### config.mk
export PLATFORM = sky130hd
export DESIGN_NAME = vbist_seq
export DESIGN_NICKNAME = d
export VERILOG_FILES = /design/src/rtl/vbist_pkg.sv /design/src/rtl/vbist_seq.sv
export SDC_FILE = /design/constraint.sdc
export NUM_CORES = 1
export LEC_CHECK = 0
export BUFFER_PORTS_ARGS = -buffer_cell sky130_fd_sc_hd__buf_2
export CAP_MARGIN = 20
export CORE_AREA = 4 4 41 43
export DETAILED_ROUTE_END_ITERATION = 8
export DIE_AREA = 0 0 45 47
export SLEW_MARGIN = 25
export SYNTH_ARGS = -nofsm -noshare
export SYNTH_HDL_FRONTEND = slang
export SYNTH_SLANG_ARGS = --single-unit
### constraint.sdc
create_clock -name clk -period 1.4 [get_ports clk]
set_input_delay 0.28 -clock clk [delete_from_list [all_inputs] [get_ports clk]]
set_output_delay 0.28 -clock clk [all_outputs]
set_load 0.02 [all_outputs]
### src/rtl/vbist_pkg.sv
package vbist_pkg;

    localparam int PIX_W_DEF = 10;
    localparam int HD_W_DEF  = 18;
    localparam int SD_W_DEF  = 16;

    localparam logic [HD_W_DEF-1:0] HD_POLY = 18'h00031;
    localparam logic [SD_W_DEF-1:0] SD_POLY = 16'h1021;

    typedef enum logic [1:0] {
        PAT_BLACK = 2'd0,
        PAT_PLL   = 2'd1,
        PAT_EQ    = 2'd2,
        PAT_BARS  = 2'd3
    } pat_kind_e;

    typedef enum logic [1:0] {
        ST_IDLE  = 2'd0,
        ST_ARM   = 2'd1,
        ST_COUNT = 2'd2,
        ST_DONE  = 2'd3
    } run_state_e;

    typedef struct packed {
        logic en;
        logic rise;
        logic bnd;
        logic bad;
        logic src_ok;
    } seq_evt_t;

    function automatic logic source_ok(input logic hd, input pat_kind_e k,
                                       input logic l625);
        if (hd)
            return k == PAT_BARS;
        return (k == PAT_BARS && !l625) || (k == PAT_PLL && l625);
    endfunction

endpackage

### src/rtl/vbist_seq.sv
module vbist_seq
    import vbist_pkg::*;
#(
    parameter int FIELDS = 2,
    localparam int CNT_W = (FIELDS < 2) ? 1 : $clog2(FIELDS)
) (
    input  logic     clk,
    input  logic     rst,
    input  seq_evt_t ev,
    output logic     pass
);

    run_state_e       st_q, st_n;
    logic [CNT_W-1:0] cnt_q, cnt_n;
    logic             err_q, err_n;
    logic             pass_q, pass_n;
    logic             counting;

    assign counting = (st_q == ST_COUNT) || (st_q == ST_DONE);

    always_comb begin
        st_n   = st_q;
        cnt_n  = cnt_q;
        err_n  = err_q;
        pass_n = pass_q;
        if (ev.rise) begin
            st_n   = ST_ARM;
            cnt_n  = '0;
            err_n  = 1'b0;
            pass_n = 1'b0;
        end else if (!ev.en) begin
            st_n = ST_IDLE;
        end else begin
            if (!ev.src_ok || (ev.bad && counting)) begin
                err_n  = 1'b1;
                pass_n = 1'b0;
            end
            if (ev.bnd) begin
                unique case (st_q)
                    ST_ARM: begin
                        st_n  = ST_COUNT;
                        cnt_n = '0;
                    end
                    ST_COUNT: begin
                        if (cnt_q == CNT_W'(FIELDS - 1)) begin
                            st_n   = ST_DONE;
                            pass_n = !err_n;
                        end else begin
                            cnt_n = cnt_q + 1'b1;
                        end
                    end
                    default: ;
                endcase
            end
        end
    end

    always_ff @(posedge clk) begin
        if (rst) begin
            st_q   <= ST_IDLE;
            cnt_q  <= '0;
            err_q  <= 1'b0;
            pass_q <= 1'b0;
        end else begin
            st_q   <= st_n;
            cnt_q  <= cnt_n;
            err_q  <= err_n;
            pass_q <= pass_n;
        end
    end

    assign pass = pass_q;

    // pass can only rise right after a field boundary
    a_r4_rise_on_boundary: assert property (@(posedge clk) disable iff (rst)
        $rose(pass_q) |-> $past(ev.bnd));

    // a latched error excludes pass
    a_r5_err_blocks_pass: assert property (@(posedge clk) disable iff (rst)
        err_q |-> !pass_q);

    // the error latch is only released by a new enable edge
    a_r5_err_sticky: assert property (@(posedge clk) disable iff (rst)
        (err_q && !ev.rise) |=> err_q);

    // unusable source never lets pass through
    a_r7_bad_source: assert property (@(posedge clk) disable iff (rst)
        (ev.en && !ev.src_ok) |=> !pass_q);

    // enable edge clears pass
    a_r8_rise_clears: assert property (@(posedge clk) disable iff (rst)
        ev.rise |=> (!pass_q && !err_q));

    // disabled checker holds pass
    a_r9_hold_when_off: assert property (@(posedge clk) disable iff (rst)
        !ev.en |=> $stable(pass_q));

endmodule

==> impl_metrics.tcl <==
set metrics [dict create \
    cts.reportedPaths.clkPinSlew_ns 0.04 \
    clock_latency_ns 0.24 \
    start_util 0.2144 \
    final-seq-area_um2 100.1 \
    antenna_found_initial 0 \
    tightest_slew_ns 0.2888 \
    firstDrtPassIters 1 \
    synth.cell_area_um2 279.0 \
    cts_root_buffer "clkbuf_4" \
    rsz0062_at_grt "no" \
    fin_worst_skew_ns 0.0006065 \
    ys_seq_elements 5 \
    cts_resized 0 \
    layout-drive-gt1-share 0.2955 \
    routed_wl_um 564 \
    place_ws_ns 0.02223 \
    gr-total-overflow 0 \
    power_density_mw_per_mm2 917.4 \
    via_per_inst 4.322 \
    critPathKind "reg -> reg" \
    multiInputGateArea_um2 162.7 \
    synth_warnings 0 \
    clockBufferDepth 2 \
    syn-num-nets 41 \
    dr.first_iter.drc_count 0 \
    finalSetupTns_ns 0 \
    nFillCells 155 \
    timing.final.max_slew_violations 0 \
    htree_levels 1 \
    syn_inst 31 \
    path_max_fanout 4 \
    maxSlewHeadroom 0.8058 \
    clock-sinks 5 \
    coreArea_mm2 0.001301 \
    postCtsSetupRepairBufs 0 \
    die_area_mm2 0.002115 \
    crit_path_end_kind "flop" \
    syn_area_per_cell_um2 9.001 \
    synthTopCellsByArea "dfxtp_1, ha_1, mux2i_1" \
    worstPathArrival_ns 1.45 \
    portBuffers 7 \
    ios 8 \
    route.detailed.drc 0 \
    startpoint_type "flop" \
    route.vias.total 255 \
    status "completed" \
    yosysTopAreaCellShare 0.3587 \
    cts_tree "built" \
    track_usage 0.06413 \
    cts_buffers 3 \
    ir_worst_vdd_v 0.0003643 \
    hold_violations 0 \
    num_rows 13 \
    ant_nets 0 \
    fin_crit_sh 0.9461 \
    synth_top_area_cell "dfxtp_1" \
    max_freq_ghz 0.7549 \
    yosysUniqueCellTypes 17 \
    setup_ws_ns 0.07540 \
    min_period_ns 1.325 \
    num_antenna_cells 0 \
    cts-hold-fix-buffers 0 \
    drv_cap 0 \
    place_congestion 0.7229 \
    die_x_um 45 \
    die_h_um 47 \
    wl_per_cell_um 9.559 \
    crit_required_ns 1.52 \
    area_growth_pct 34.98 \
    grt_pass1_vias 268 \
    hp-class "in -> reg" \
    grt_max_degree 6 \
    p_leak_nw 0.1812 \
    seq_area_frac_synth 0.3587 \
    nNetsFinal 55 \
    grt_pass1_wl_um 986 \
    setup_violations 0 \
]
## worst paths after layout
| kind | start | endpoint | slack [ns] | cells after the start |
|---|---|---|---|---|
| worst max-delay path | st_q[0] | st_q[0] | 0.08 | 5 |
| worst min-delay path | rst | cnt_q | 0.25 | 2 |
| worst max register to register | st_q[0] | st_q[0] | 0.08 | 5 |
| worst min register to register | err_q | err_q | 0.46 | 1 |
## state kept, by name, indices dropped and copies added (netlist names)
register and count:
st_q 2, cnt_q 1, pass 1, err_q 1
## Yosys cell counts
master and instances:
a21boi_0 1, and3_1 1, dfxtp_1 5, ha_1 3, inv_1 5, mux2i_1 3
nand2_1 1, nand3b_1 1, nand4_1 1, nor2_1 2, nor2b_1 1, nor3_1 1
nor4_1 1, o21a_1 1, o21ai_0 2, o311a_1 1, o31a_1 1
## per-stage QoR
step / cell area (um2) / hold WS, ns / instances / total power [mW] / utilization
final: 376.6 / 0.2541 / 59 / 0.3455 / 0.2894
after floorplan: 279.0 / 0.3568 / 31 / 0.1661 / -
after global routing: 376.6 / 0.2507 / 59 / 0.3696 / 0.2894
after global placement: 347.8 / 0.4540 / 55 / 0.1851 / 0.2673
after detailed placement: 347.8 / 0.4601 / 55 / 0.1855 / 0.2673
after CTS: 374.1 / 0.2432 / 59 / 0.3555 / 0.2875
## cell families after synthesis
| logic type | Yosys count | synth area share |
|---|---|---|
| compound gates | 6 | 0.1570 |
| buf+inv | 5 | 0.06727 |
| flops | 5 | 0.3588 |
| mux | 3 | 0.1076 |
| fa+ha+maj | 3 | 0.1345 |
| simple gates | 9 | 0.1749 |
## power breakdown
| part | switching [mW] | total (mW) | internal [mW] | leakage, nW |
|---|---|---|---|---|
| Sequential | 0.00159 | 0.148 | 0.146 | 0.0407 |
| Combinational | 0.0168 | 0.0350 | 0.0182 | 0.126 |
| Clock | 0.0551 | 0.163 | 0.107 | 0.0150 |
| Total | 0.0734 | 0.346 | 0.272 | 0.181 |
## critical path, stage by stage (launching register included)
cell,delay [ns]
dfxtp_1,0.32
inv_1,0.04
ha_2,0.20
nor2b_1,0.13
o311a_1,0.29
o31a_1,0.23
## layout make-up
type                       count  share of cell area
tap                           15             0.04983
inverter                       5             0.04983
clock buffer                   4             0.06977
timing repair buffer           9              0.1329
sequential                     5              0.2658
multi-input combinational     21              0.4319
## per-layer routing
metal  GRT usage  up-vias  wire [um]
met4     0.05263        0          0
met3     0.01149        0         25
met1     0.07094      115        262
met5           0        -          0
li1            -      134          -
met2      0.1073        6        277
## cells in the final DEF, fill, tap and decap left out, types with 2 or more instances in the layout
cell	instances
buf_2	7
buf_4	2
clkbuf_4	3
dfxtp_1	5
ha_1	2
inv_1	5
mux2i_1	3
nor2_1	2
o21ai_0	2
No activity file was read; power rests on OpenSTA's default activity.
